**src/rtl/lif_power_ctrl.sv**
```systemverilog
module lif_power_ctrl #(
  parameter int ADDR_W      = 5,
  parameter int DATA_W      = 8,
  parameter int PWR_ADDR    = 6,
  parameter int LINE_PD_BIT = 4,
  parameter int SYS_PD_BIT  = 3,
  parameter int CLK_TIMEOUT = 16
) (
  input  logic              clk,
  input  logic              rst_n,
  input  logic              wr_en,
  input  logic [ADDR_W-1:0] wr_addr,
  input  logic [DATA_W-1:0] wr_data,
  input  logic              fclk,
  input  logic              ring_raw,
  output logic              ring_out,
  output logic              line_en,
  output logic              ring_en,
  output logic              link_en,
  output logic [1:0]        pwr_state,
  output logic              clk_err
);
  localparam logic [1:0] ST_NORM  = 2'b00;
  localparam logic [1:0] ST_SLEEP = 2'b01;
  localparam logic [1:0] ST_DEEP  = 2'b10;
  localparam logic [DATA_W-1:0] CTRL_DEF = DATA_W'(1) << LINE_PD_BIT;
  localparam int CW = $clog2(CLK_TIMEOUT + 2);

  logic [DATA_W-1:0] ctrl_q, ctrl_nx;
  logic [1:0]        st_q;
  logic [2:0]        fsync_q;
  logic [CW-1:0]     idle_q;
  logic              fedge;

  assign ctrl_nx = (wr_en && wr_addr == ADDR_W'(PWR_ADDR)) ? wr_data : ctrl_q;
  assign fedge   = fsync_q[2] ^ fsync_q[1];

  always_ff @(posedge clk or negedge rst_n) begin
    if (!rst_n) begin
      ctrl_q <= CTRL_DEF;
      st_q   <= ST_NORM;
    end else begin
      ctrl_q <= ctrl_nx;
      case (st_q)
        ST_NORM:
          if (ctrl_nx[SYS_PD_BIT])
            st_q <= ctrl_nx[LINE_PD_BIT] ? ST_DEEP : ST_SLEEP;
        ST_SLEEP:
          if (ctrl_nx[SYS_PD_BIT] && ctrl_nx[LINE_PD_BIT])
            st_q <= ST_DEEP;
        default: st_q <= st_q;
      endcase
    end
  end

  always_ff @(posedge clk or negedge rst_n) begin
    if (!rst_n) begin
      fsync_q <= '0;
      idle_q  <= '0;
      clk_err <= 1'b0;
    end else begin
      fsync_q <= {fsync_q[1:0], fclk};
      if (fedge || st_q != ST_SLEEP)
        idle_q <= '0;
      else if (idle_q != CW'(CLK_TIMEOUT + 1))
        idle_q <= idle_q + 1'b1;
      if (st_q == ST_SLEEP && !fedge && idle_q >= CW'(CLK_TIMEOUT))
        clk_err <= 1'b1;
    end
  end

  assign pwr_state = st_q;
  assign line_en   = (st_q == ST_NORM) && !ctrl_q[LINE_PD_BIT];
  assign ring_en   = (st_q != ST_DEEP);
  assign link_en   = (st_q != ST_DEEP);
  assign ring_out  = ring_raw & ring_en;
endmodule


```
**config.mk**
```make
export PLATFORM = sky130hd
export DESIGN_NAME = lif_power_ctrl
export DESIGN_NICKNAME = d
export VERILOG_FILES = /design/src/rtl/lif_power_ctrl.sv
export SDC_FILE = /design/constraint.sdc
export NUM_CORES = 1
export LEC_CHECK = 0
export CAP_MARGIN = 20
export CORE_MARGIN = 2
export CORE_UTILIZATION = 40
export CTS_CLUSTER_SIZE = 14
export DETAILED_ROUTE_END_ITERATION = 7
export PLACE_DENSITY = 0.82
export SETUP_SLACK_MARGIN = 0.4
export SKIP_LAST_GASP = 1
export SYNTH_ARGS = -nofsm -noshare
export SYNTH_HDL_FRONTEND = slang
export SYNTH_SLANG_ARGS = --single-unit
```
**constraint.sdc**
```tcl
create_clock -name clk -period 2.5 [get_ports clk]
set_input_delay 0.5 -clock clk [delete_from_list [all_inputs] [get_ports clk]]
set_output_delay 0.5 -clock clk [all_outputs]
set_load 0.05 [all_outputs]
```
==> run metrics, run 1 <==
Initial Util=42.1%; Area contributors post-synth=dfrtp_1, dfstp_2, xnor2_1, ha_1, nor4b_4; Max stage delay on crit path=0.83 ns; vias per cell=4.94; Arr. time, crit path=~1.5 ns; number of global-route vias before repair=400; die width=43.6 µm; Yosys top cell area share=47.9%; first-pass GRT wire length=1790 µm; HP Class=reg -> reg; critical setup path kind=reg -> out; outcome=completed; Yosys warnings=0; Longest Clk Path Bufs=2; slowest stage cell on the critical path=clkdlybuf4s50_1; Port Buf Inserts=18; pwr/cell area=~800 nW/µm²; grt met3 use=6.25%; distinct cell type count after synthesis=26; Max rail drop VDD=0.339 mV; Max Cap Viol=0; post_cts resized=4; drt wl/cell=11.4 µm; die area=between 1500 and 2000 µm²; routed wire length=1010 µm; DRC viols=0; fin crit share=81.1%; GRT Resource Usage Total=13.0%; nets@finish=93; Die Height=43.6 µm; Clock Skews=0.00254 ns; RSZ-0062 raised after global routing=no; Detailed Route Iter0 Violations=3; gr ovfl total=0; Inserted Clock Buffers=3; Avg Cell Area, Syn=12.3 µm²; critical path capture point type=output port; Skew-Pair Late Insertion Delay=0.27 ns; critical-path cell list=clkdlybuf4s50_1; register area share after synthesis=52.1%; Final GP Congestion=between 0.7 and 0.8; Post-DRT Antenna Nets=0; Fmax=0.493 GHz; FILL cells=132; post-DP HPWL=slightly below 800 µm; slew margin rel.=62.7%; syn_nets=71; Post-CTS Hold Fix Bufs=0; largest net degree at the start of global routing=14; Antenna diodes=0; Top Ports=25; leak pwr=0.373 nW; crit path time final=2.03 ns; Critical Path RT=2.00 ns; Final Max Tran Viols=0; root buffer cell=clkbuf_4; met1 Use GR=17.8%; Hold Fails Final Rpt=0; H-tree levels=1; final setup fails=0; Startpoint Class=flip-flop; core box area=1490 µm²; CTS tree=done; total clock sinks=13; Post-CTS Setup Bufs=0; sum of buffers and inverters on the critical path=1; GRT busiest layer=met2; DR pass1 iterations=2; Slew @ Worst Pin=between 0.5 and 0.6 ns; Worst path top cell family by delay=buffers and inverters; Syn Inst Count=51; Synth Cell Area=627 µm²; setup TNS=0 ns; Hold Slack=0.358 ns; initial antenna violation count=0; GRT met2 Usage=between 15 and 20%; Vias=435; worst-path fanout max=5; clock-pin slew on the worst setup and hold paths=0.08 ns; post-synth top area cell=dfrtp_1; Area Growth Syn to Fin=35.1%; FP Rows=14; layout cells sized above 1=18.1%; Synth Register Bits=13; final core utilization=a little under three fifths
## through the flow
stage               std cells  cell area [µm²]  total power [W]  setup WS [ns]
floorplan                  51              634         0.000482          0.456
CTS                        88              847         0.000692          0.452
global placement           84              825         0.000577          0.589
detailed placement         84              825         0.000579          0.568
finish                     88              847         0.000683          0.471
global route               88              847         0.000720          0.426
## layer usage
metal / wire (µm) / vias to the layer above
li1: - / 216
met1: 478 / 210
met2: 479 / 9
met3: 47 / 0
met4: 0 / 0
met5: 0 / -
## synthesized netlist by cell type (all sizes together)
| cell | instances |
|---|---|
| nor4b | 1 |
| and3b | 1 |
| nand2 | 2 |
| and2 | 1 |
| mux2 | 2 |
| o21bai | 1 |
| dfstp | 1 |
| ha | 2 |
| inv | 2 |
| nand2b | 1 |
| nor2 | 6 |
| dfrtp | 12 |
| a211oi | 1 |
| nor3 | 2 |
| nand3 | 2 |
| o31a | 1 |
| nor3b | 1 |
| mux2i | 1 |
| xor2 | 2 |
| xnor2 | 3 |
| a311o | 1 |
| nor2b | 1 |
| and4bb | 1 |
| buf | 1 |
| nand3b | 2 |
## power by group
part           leakage (nW)  switching [W]  internal, W
Clock                0.0177      0.0000684    0.0000593
Combinational         0.194       0.000175    0.0000993
Sequential            0.162      0.0000405     0.000240
Total                 0.373       0.000284     0.000399
## worst register-to-register path, cell delays in order (launching register included)
cell and delay [ns]:
dfrtp_1 0.40, inv_1 0.09, ha_1 0.16, nor4b_4 0.30
nor2b_1 0.10, a211oi_1 0.26
## layout by cell type, fill, tap and decap left out, types with 2 or more instances in the layout
master           count
inv_1                2
dlygate4sd2_1        4
nand2_1              2
xnor2_1              3
dfrtp_1             12
clkdlybuf4s50_1     13
ha_1                 2
clkbuf_4             3
nor2_1               6
xor2_1               2
mux2_2               2
nand3_1              2
## sequential cells by signal, summed over array words and instances, names as in the netlist
signal     cells
fsync_q        3
pwr_state      2
clk_err        1
ctrl_q         2
idle_q         5
## layout make-up
class / instances / area (µm²) / area share, %
timing repair buffer: 18 / 173 / 20.4
tap: 16 / 20.0 / 2.36
clock buffer: 3 / 22.5 / 2.66
sequential: 13 / 327 / 38.6
inverter: 2 / 7.51 / 0.886
clock inverter: 1 / 5.00 / 0.591
multi-input combinational: 35 / 293 / 34.6
## path summary, 6_finish.rpt
path | startpoint | end | slack (ns) | cells past startpoint
min | fsync_q[0]$_DFF_PN0_ | fsync_q[1]$_DFF_PN0_ | 0.36 | 0
min in group asynchronous | rst_n | pwr_state[0]$_DFFE_PN0P_ | 0.58 | 1
max in group asynchronous | rst_n | ctrl_q[4]$_DFF_PN1_ | 1.55 | 1
min reg2reg | fsync_q[0]$_DFF_PN0_ | fsync_q[1]$_DFF_PN0_ | 0.36 | 0
max | pwr_state[0]$_DFFE_PN0P_ | pwr_state[0] | 0.47 | 1
max reg2reg | idle_q[1]$_DFFE_PN0P_ | idle_q[1]$_DFFE_PN0P_ | 1.10 | 5
## kinds of logic after synthesis
family / after synthesis / share of synthesized area (%)
XOR/XNOR: 5 / 6.99
AO/OA/AOI/OAI: 4 / 5.59
adder cells (fa/ha/maj): 2 / 3.99
buffers and inverters: 3 / 2.40
multiplexers: 3 / 5.19
AND/OR/NAND/NOR: 21 / 23.8
flip-flops: 13 / 52.1
(Power assumes the default switching activity.)
==> inputs of run 2 (changes only) <==
--- a/config.mk
+++ b/config.mk
@@ -7,10 +7,10 @@
 export LEC_CHECK = 0
 export CAP_MARGIN = 20
 export CORE_MARGIN = 2
-export CORE_UTILIZATION = 40
+export CORE_UTILIZATION = 37
 export CTS_CLUSTER_SIZE = 14
 export DETAILED_ROUTE_END_ITERATION = 7
-export PLACE_DENSITY = 0.82
+export PLACE_DENSITY = 0.8
 export SETUP_SLACK_MARGIN = 0.4
 export SKIP_LAST_GASP = 1
 export SYNTH_ARGS = -nofsm -noshare
==> constraint.sdc (replaced) <==
create_clock -name clk -period 1.78 [get_ports clk]
set_input_delay 0.356 -clock clk [delete_from_list [all_inputs] [get_ports clk]]
set_output_delay 0.356 -clock clk [all_outputs]
set_load 0.05 [all_outputs]
==> run metrics, run 2 (synthesis results as in run 1) <==
drt wl/cell=11.7 µm (was 11.4 µm); Area Growth Syn to Fin=58.9% (was 35.1%); DRC viols=0 (unchanged); Placement Setup Slack=0.0111 ns (was 0.568 ns); die area=2040 µm² (was 1900 µm²); largest net degree at the start of global routing=14 (unchanged); first-pass GRT wire length=1810 µm (was 1790 µm); Die Height=45.2 µm (was 43.6 µm); Highest Signal Layer=met4 (was met3); commonest cells after routing, fill and taps aside=buf_4, dfrtp_1, clkdlybuf4s50_1 (was clkdlybuf4s50_1, dfrtp_1, nor2_1); GRT Resource Usage Total=12.9% (was 13.0%); Clock Skews=0.00269 ns (was 0.00254 ns); HP Class=reg -> reg (unchanged); Port Buf Inserts=18 (unchanged); Max Cap Viol=0 (unchanged); pwr/cell area=1200 nW/µm² (was 806 nW/µm²); fin crit share=between 80% and 90%; met3 WL=48 µm (was 47 µm); slowest stage cell on the critical path=dfrtp_2 (was clkdlybuf4s50_1); Post-Route M1 WL=529 µm (was 478 µm); Post-DRT Antenna Nets=0 (unchanged); root buffer cell=clkbuf_4 (unchanged); critical-path cell list=nand2b_4 > and2_4 > buf_12 (was clkdlybuf4s50_1); setup TNS=0 ns (unchanged); nets@finish=104 (was 93); total clock sinks=13 (unchanged); sum of buffers and inverters on the critical path=1 (unchanged); RSZ-0062 raised after global routing=yes (was no); Initial Util=40.7% (was 42.1%); Worst path top cell family by delay=flip-flops (was buffers and inverters); vias per cell=4.72 (was 4.94); Longest Clk Path Bufs=2 (unchanged); Startpoint Class=flip-flop (unchanged); Final GP Congestion=0.700 (was 0.763); H-tree levels=1 (unchanged); gr ovfl total=0 (unchanged); worst-path fanout max=4 (was 5); Final Instance Count excl. Fillers=99 (was 88); worst setup margin=0.275 ns (was 0.471 ns); metal2 WL=568 µm (was 479 µm); leak pwr=0.461 nW (was 0.373 nW); most common cell after layout, fill and taps aside=buf_4 (was clkdlybuf4s50_1); Fmax=0.664 GHz; Max stage delay on crit path=0.43 ns (was 0.83 ns); Detailed Route Iter0 Violations=7 (was 3); routed wire length=1160 µm (was 1010 µm); number of global-route vias before repair=410 (was 400); Vias=467 (was 435); FP Rows=14 (unchanged); Critical Path RT=1.42 ns (was 2.00 ns); Final Max Tran Viols=0 (unchanged); Skew-Pair Late Insertion Delay=0.27 ns (about the same); number of flip-flops in the largest register=5 (unchanged); Most flops, register=idle_q (unchanged); top flop regs=idle_q (5), fsync_q (3) (unchanged); FILL cells=116 (was 132); final setup fails=0 (unchanged); critical path capture point type=output port (unchanged); Arr. time, crit path=1.15 ns (was 1.53 ns); initial antenna violation count=0 (unchanged); CTS tree=done (unchanged); Slew @ Worst Pin=0.569 ns (was 0.558 ns); post-DP HPWL=830 µm (was 787 µm); Inst Count DP=85 (was 84); Inserted Clock Buffers=3 (unchanged); layout cells sized above 1=41.0% (was 18.1%); core box area=1540 µm² (was 1490 µm²); slew margin rel.=61.9% (was 62.7%); outcome=completed (unchanged); Antenna diodes=0 (unchanged); Top Ports=25 (unchanged); clock-pin slew on the worst setup and hold paths=0.07 ns (was 0.08 ns); DR pass1 iterations=3 (was 2); critical setup path kind=reg -> out (unchanged); Hold Fails Final Rpt=0 (unchanged); die width=45.2 µm (was 43.6 µm); Max rail drop VDD=0.693 mV (was 0.339 mV); crit path time final=roughly 1.5 ns
-- run 2: cell count changes in the layout (fill, tap and decap cells not counted), moves of 2 or more --
cell | previous run | this run
clkdlybuf4s50_1 | 13 | 7
dfrtp_2 | 0 | 2
dfrtp_1 | 12 | 10
buf_12 | 0 | 4
buf_4 | 1 | 13
-- run 2: layout make-up --
type | instances | area [µm²] | share of cell area, %
timing repair buffer | 29 | 294 | 29.5
sequential | 13 | 329 | 33.0
multi-input combinational | 35 | 319 | 32.0
tap | 16 | 20.0 | 2.01
clock buffer | 4 | 26.3 | 2.64
inverter | 2 | 7.51 | 0.754
-- run 2: final timing paths --
path | from | end | slack, ns | depth (start not counted)
max in group asynchronous | rst_n | pwr_state[1]$_DFFE_PN0P_ | 0.92 | 1
min in group asynchronous | rst_n | idle_q[2]$_DFFE_PN0P_ | 0.45 | 1
setup / recovery | pwr_state[0]$_DFFE_PN0P_ | ring_out | 0.28 | 3
hold reg to reg | fsync_q[0]$_DFF_PN0_ | fsync_q[1]$_DFF_PN0_ | 0.35 | 0
setup reg to reg | idle_q[0]$_DFFE_PN0P_ | idle_q[0]$_DFFE_PN0P_ | 0.45 | 5
hold / removal | fsync_q[0]$_DFF_PN0_ | fsync_q[1]$_DFF_PN0_ | 0.35 | 0
-- run 2: power by group --
part           leakage, nW  internal, W  switching [W]  total, W
Clock               0.0150    0.0000866      0.0000853  0.000172
Sequential           0.161     0.000342      0.0000613  0.000403
Combinational        0.285     0.000319       0.000301  0.000620
-- run 2: routing by layer --
metal	vias to the layer above	track usage, %
met2	8	20.3
met4	0	5.29
met5	-	0
met1	218	15.3
li1	239	-
met3	2	6.00
-- run 2: what timing repair did --
item | 4_1_cts | 5_1_grt
setup endpoints to repair | 7 | 7
setup buffers | 8 | 2
gates resized for setup | 4 | 4
hold buffers | 0 | 0
pin swaps | 6 | 1
-- run 2: metrics by stage --
| stage | hold slack (ns) | power, W | area (µm²) | util, % |
|---|---|---|---|---|
| after CTS | 0.351 | 0.00117 | 965 | 62.6 |
| after floorplan | 0.0604 | 0.000710 | 651 | - |
| after global routing | 0.356 | 0.00125 | 996 | 64.6 |
| after global placement | 0.334 | 0.000920 | 883 | 57.3 |
| final | 0.349 | 0.00120 | 996 | 64.6 |
| after detailed placement | 0.335 | 0.000924 | 883 | 57.3 |
